$ cat src/rtl/onoff_switch_pkg.sv
package onoff_switch_pkg;

    typedef struct packed {
        logic gate;
        logic cyc_en;
        logic trip;
    } sw_state_t;

    typedef struct packed {
        logic locked;
    } lock_state_t;

endpackage

$ cat src/rtl/hyst_lockout.sv
module hyst_lockout
    import onoff_switch_pkg::*;
#(
    parameter logic RESET_LOCKED = 1'b0
) (
    input  logic clk,
    input  logic rst_n,
    input  logic set_i,
    input  logic clr_i,
    output logic lock_next_o,
    output logic lock_o
);

    lock_state_t st_d, st_q;

    always_comb begin
        st_d = st_q;
        if (set_i) begin
            st_d.locked = 1'b1;
        end else if (clr_i) begin
            st_d.locked = 1'b0;
        end
    end

    always_ff @(posedge clk or negedge rst_n) begin
        if (!rst_n) begin
            st_q.locked <= RESET_LOCKED;
        end else begin
            st_q <= st_d;
        end
    end

    assign lock_next_o = st_d.locked;
    assign lock_o      = st_q.locked;

endmodule

$ cat src/rtl/blank_timer.sv
module blank_timer #(
    parameter int unsigned BLANK_CYC = 14
) (
    input  logic clk,
    input  logic rst_n,
    input  logic load_i,
    input  logic run_i,
    output logic expired_o
);

    localparam int unsigned CW = (BLANK_CYC < 1) ? 1 : $clog2(BLANK_CYC + 1);
    localparam logic [CW-1:0] LOAD_VAL = CW'(BLANK_CYC);

    logic [CW-1:0] cnt_d, cnt_q;

    always_comb begin
        cnt_d = cnt_q;
        if (load_i) begin
            cnt_d = LOAD_VAL;
        end else if (run_i && (cnt_q != '0)) begin
            cnt_d = cnt_q - 1'b1;
        end
    end

    always_ff @(posedge clk or negedge rst_n) begin
        if (!rst_n) begin
            cnt_q <= '0;
        end else begin
            cnt_q <= cnt_d;
        end
    end

    assign expired_o = (cnt_q == '0);

endmodule

$ cat src/rtl/onoff_switch_ctrl.sv
module onoff_switch_ctrl
    import onoff_switch_pkg::*;
#(
    parameter int unsigned BLANK_CYC = 14
) (
    input  logic clk,
    input  logic rst_n,
    input  logic cyc_start_i,
    input  logic max_duty_i,
    input  logic fb_en_i,
    input  logic ilim_i,
    input  logic sup_low_i,
    input  logic sup_high_i,
    input  logic temp_hot_i,
    input  logic temp_cool_i,
    output logic gate_o,
    output logic uv_lock_o,
    output logic ot_lock_o,
    output logic cyc_en_o,
    output logic ilim_trip_o
);

    localparam int unsigned N_LOCK = 2;

    logic [N_LOCK-1:0] lk_set, lk_clr, lk_next, lk_q;
    logic lock_next;
    logic blank_done;
    logic turn_on;
    sw_state_t st_d, st_q;

    assign lk_set = {temp_hot_i, sup_low_i};
    assign lk_clr = {temp_cool_i, sup_high_i};

    // index 0: supply lockout (starts locked), index 1: thermal lockout
    generate
        for (genvar g = 0; g < N_LOCK; g++) begin : g_lock
            hyst_lockout #(
                .RESET_LOCKED((g == 0) ? 1'b1 : 1'b0)
            ) u_lock (
                .clk         (clk),
                .rst_n       (rst_n),
                .set_i       (lk_set[g]),
                .clr_i       (lk_clr[g]),
                .lock_next_o (lk_next[g]),
                .lock_o      (lk_q[g])
            );
        end
    endgenerate

    assign lock_next = |lk_next;
    assign turn_on   = cyc_start_i && fb_en_i && max_duty_i && !lock_next;

    blank_timer #(
        .BLANK_CYC(BLANK_CYC)
    ) u_blank (
        .clk       (clk),
        .rst_n     (rst_n),
        .load_i    (turn_on),
        .run_i     (st_q.gate),
        .expired_o (blank_done)
    );

    always_comb begin
        st_d = st_q;
        if (cyc_start_i) begin
            st_d.gate   = turn_on;
            st_d.cyc_en = turn_on;
            st_d.trip   = 1'b0;
        end else if (st_q.gate) begin
            if (!max_duty_i) begin
                st_d.gate = 1'b0;
            end else if (ilim_i && blank_done) begin
                st_d.gate = 1'b0;
                st_d.trip = 1'b1;
            end
        end
        if (lock_next) begin
            st_d.gate = 1'b0;
        end
    end

    always_ff @(posedge clk or negedge rst_n) begin
        if (!rst_n) begin
            st_q <= '0;
        end else begin
            st_q <= st_d;
        end
    end

    assign gate_o      = st_q.gate;
    assign cyc_en_o    = st_q.cyc_en;
    assign ilim_trip_o = st_q.trip;
    assign uv_lock_o   = lk_q[0];
    assign ot_lock_o   = lk_q[1];

endmodule

$ cat config.mk
export PLATFORM = sky130hd
export DESIGN_NAME = onoff_switch_ctrl
export DESIGN_NICKNAME = d
export VERILOG_FILES = /design/src/rtl/onoff_switch_pkg.sv /design/src/rtl/hyst_lockout.sv /design/src/rtl/blank_timer.sv /design/src/rtl/onoff_switch_ctrl.sv
export SDC_FILE = /design/constraint.sdc
export NUM_CORES = 1
export LEC_CHECK = 0
export CAP_MARGIN = 20
export CORE_AREA = 2 2 39 41
export CTS_CLUSTER_DIAMETER = 120
export CTS_CLUSTER_SIZE = 25
export DETAILED_ROUTE_END_ITERATION = 8
export DIE_AREA = 0 0 41 43
export GPL_ROUTABILITY_DRIVEN = 0
export HOLD_SLACK_MARGIN = 0.08
export SETUP_SLACK_MARGIN = 0.02
export SYNTH_ARGS = -nofsm -noshare
export SYNTH_HDL_FRONTEND = slang
export SYNTH_SLANG_ARGS = --single-unit
$ cat constraint.sdc
create_clock -name clk -period 1.4 [get_ports clk]
set_input_delay 0.28 -clock clk [delete_from_list [all_inputs] [get_ports clk]]
set_output_delay 0.28 -clock clk [all_outputs]
set_load 0.1 [all_outputs]
# Word-level counts from Yosys, hierarchy flattened
# Index checks and enable logic that the tools add are counted.
# Widths: inputs -> output; s select.
# op_classes
addsub	1
muxes	15
reduce_logical	14
# ops
op	n
$mux 1	13
$mux 4	2
$reduce_bool 2->1	4
$logic_and 1x1->1	5
$logic_not 4->1	1
$reduce_bool 4->1	1
$sub 4x1->4 const B	1
$reduce_and 3->1	1
$reduce_or 2->1	1
$logic_not 1->1	1
# word_totals
register_bits	9
out_inout_bits	5
elab_cells	36

# Logic depth before layout (Yosys ltp)
# Gate-level depths: netlist (run 1).
# depth
word_depth	7
depth_mapped	5

# Hierarchy
# A second synthesis (run 1) with hierarchy kept.
# hier_totals
hier_cells	41
hier_area_um2	429.2
# modules_own_cells
module	n_inst	cells_per_inst	area_each_um2	seq_area_each_um2
blank_timer	1	21	226.5	100.1
onoff_switch_ctrl	1	14	128.9	75.1
hyst_lockout at g_lock[0].u_lock	1	3	37.5	26.3
hyst_lockout at g_lock[1].u_lock	1	3	36.3	25.0

# Least setup slack after synthesis (run 1)
# Ideal clock, no wire load.
# synth_timing
path_type	reg-to-reg
from	reg st_q (netlist bit gate_o)
to	reg u_blank.cnt_q[3]
setup_ps	124
arrival_time_ps	1639
path_slack_ps	-363
stages_incl_launch_ff	4
n_path_buf	0
synth_period_minus_slack_ps	1763
cell_sequence	dfrtp_1 nor4b_1 mux2i_1 o21ai_1
# synth_via
elab_chain_len	2
# synth_lines
item	line	rtl
from (decl)	onoff_switch_ctrl.sv:29	sw_state_t st_d, st_q;
from (signal assigned)	onoff_switch_ctrl.sv:86	st_q <= st_d;
$logic_and 1x1->1	blank_timer.sv:20	end else if (run_i && (cnt_q != '0)) begin
$reduce_bool 2->1 (no line)	--	
to (signal assigned)	blank_timer.sv:29	cnt_q <= cnt_d;
to (decl)	blank_timer.sv:14	logic [CW-1:0] cnt_d, cnt_q;
# No other way between the ends.
# A chain may end at the register's enable or synchronous reset.

# Worst setup path in the final report (run 1)
# layout_timing
from	reg u_blank.cnt_q[0]
to	reg u_blank.cnt_q[0]
# layout_via
elab_chain_len	3
# layout_lines
item	line
$sub 4x1->4 or $reduce_bool 4->1 (tied branches)	blank_timer.sv:21, blank_timer.sv:20
$mux 4 or $logic_and 1x1->1 (tied branches)	blank_timer.sv:20
$mux 4 or $reduce_bool 2->1 (tied branches)	--
# Parallel ways exist; a longest one is shown, timed or not. The select of a mux whose other input is x is not followed.

==> results of run 1 <==
stage by stage:
stage	std cells	TNS (ns)	setup WS, ns	hold WS (ns)
floorplan	41	-0.0459	-0.0459	-0.0156
global placement	76	-0.742	-0.199	0.541
detailed placement	76	-0.778	-0.214	0.533
CTS	81	0	0.00986	0.331
global route	81	-0.0657	-0.0448	0.361
finish	81	-0.00109	-0.00109	0.314
power breakdown:
| group | switching (mW) | total (mW) | internal [mW] |
|---|---|---|---|
| logic | 0.108 | 0.234 | 0.126 |
| registers | 0.0219 | 0.311 | 0.289 |
| clock network | 0.0923 | 0.202 | 0.110 |
| total | 0.223 | 0.747 | 0.524 |
logic make-up after synthesis:
family	Yosys count	synth area share (%)
adder cells (fa/ha/maj)	1	2.84
flip-flops	9	51.4
AO/OA/AOI/OAI	13	19.9
buffers and inverters	4	3.41
AND/OR/NAND/NOR	13	20.2
multiplexers	1	2.27
how the worst max path moves through the flow:
stage / end / cells past startpoint / slack, ns
2_1_floorplan: u_blank.cnt_q[0] / 3 / -0.05
3_3_place_gp: u_blank.cnt_q[0] / 4 / -0.20
3_5_place_dp: u_blank.cnt_q[0] / 4 / -0.21
4_1_cts: u_blank.cnt_q[0] / 5 / 0.01
5_1_grt: u_blank.cnt_q[0] / 5 / -0.04
6_report: u_blank.cnt_q[0] / 5 / -0.001
area by class of cell:
type	count	area (um2)	area share, %
clock buffer	4	26.3	3.47
inverter	4	15.0	1.98
multi-input combinational	28	228	30.0
sequential	9	234	30.9
tap	16	20.0	2.64
timing repair buffer	20	235	31.0
timing repair:
| item | in CTS | in global routing |
|---|---|---|
| hold buffers | 0 | 0 |
| setup endpoints to repair | 2 | 6 |
| setup buffers | 1 | 0 |
| pin swaps | 1 | 3 |
| gates resized for setup | 2 | 2 |
sequential cells by signal, indices dropped and copies added, names as in the netlist:
register	count
u_blank.cnt_q	4
gate_o	1
ilim_trip_o	1
cyc_en_o	1
g_lock.u_lock.lock_o	2
synth_stat cells (all sizes together):
cell    count  share of area (%)
dfrtp       8                 45
a21oi       4                4.5
inv         4                3.4
and3        2                4.0
nand2       2                1.7
nor2        2                1.7
o21ai       2                2.3
o22ai       2                2.8
a2111o      1                2.6
a211o       1                2.0
a21o        1                1.7
a41oi       1                2.0
and4b       1                2.6
dfstp       1                6.0
ha          1                2.8
mux2i       1                2.3
nand3       1                1.1
nor2b       1                1.4
nor3b       1                1.7
nor4b       1                2.0
o22a        1                2.0
or2         1                1.4
or3b        1                2.6
per-layer routing:
layer | GRT usage [%] | up-vias
met5 | 0 | -
met4 | 10.0 | 0
met3 | 3.14 | 4
met2 | 17.2 | 9
met1 | 20.3 | 184
li1 | - | 200
worst max-delay path: cells and delay by family, from the launching register on:
kind,cells,cell delay (ns)
DFF,1,0.39
AOI/OAI and AO/OA,1,0.15
and+or+nand+nor,2,0.55
adders and majority gates,1,0.12
buffers and inverters,1,0.08
==> run metrics, run 1 <==
most frequent cells in the layout=clkdlybuf4s50_1 (9), dfrtp_1 (6), buf_4 (6); met1 wire length=413 um; Worst slew margin=72.6%; crit end category=register; Peak VDD IR=0.000646 V; Worst-path clk slew=0.06 ns; Final setup violation count=1; met3 WL post-DR=34 um; Clock Skew=0.00464 ns; PortBufs=14; Synth Register Bits=9; leakage power=0.310 nW; status=finished, violations left; violated checks=negative setup slack; f_max=0.714 GHz; Total Power=747 uW; DRT Wirelength=872 um; Critical Path, Cell by Cell=inv_2, ha_4, or3b_4, and3_4, o22a_1; R2R cell count=5; Post-DP Area=706 um2; Synth Cell Area=440 um2; Antenna Nets Post-Route=0; first-pass GRT wire length=1610 um; Yosys Warn Count=0; vias in the first global route=398; Worst Max-Slew Pin Slew=0.410 ns; # clock sinks=9; largest net degree at the start of global routing=10; final instance area=758 um2; met2 wire length=398 um; crit path DAT=1.55 ns; via count=397; Yosys cell types=24; Final Critical Period=1.40 ns; drt pass-1 iters=4; HPWL Detailed=673 um; routed vias/inst=4.90; Mapped Cells=41; Setup CP Type=register to register; Max Used Layer=met4; Clock Path Buffers=2; area delta synth->final=72.2%; # rows=14; routed len/inst=10.8 um; ant diodes=0; area of the core=0.00138 mm2; # IOs=15; CP max stage cell=dfrtp_1; die area=0.00176 mm2; CTS Buf Count=3; initial antenna violation count=0; total track usage=13.9%; die height=43 um; TritonCTS clock tree=built; Setup crit start kind=register; htree depth=1; Seq/Total Area, Yosys=51.4%; Initial Util=31.8%; fillers=114; Worst-Skew Late Latency=0.26 ns; Nets=77; Slew Limit Fails=0; gr ovfl total=0; launch point of the worst path=u_blank.cnt_q[0]; PnR worst setup slack=-0.00109 ns; fin util=54.8%; max cap viols=0; CP max FO=4; share of layout cells above drive strength 1=41.5%; Die Width=41 um; commonest non-fill, non-tap cell in the layout=clkdlybuf4s50_1; drt first-iter violations=2; Worst Path Required=1.55 ns; count of final hold-check violations=0; Syn Area/Cell=10.7 um2; clock root buffer=clkbuf_4; reg2reg end=u_blank.cnt_q[0]; worst r2r src=u_blank.cnt_q[0]; Synth Net Count=52; slowest cell delay on critical path=0.39 ns; Hold Crit Class=primary input to async pin; Cell Pwr Density=985 mW/mm2; R2R Setup Slk=-0.001 ns; RSZ-0062 raised after global routing=yes; # DRC=0; fin crit share=100%
Note: power is estimated with default switching activity, not from simulation.
==> run 2, diff against run 1 <==
Settings changed: CAP_MARGIN 20 to not set.
==> results of run 2 <==
No change in the layout: final DEF, timing and power equal those of run 1.
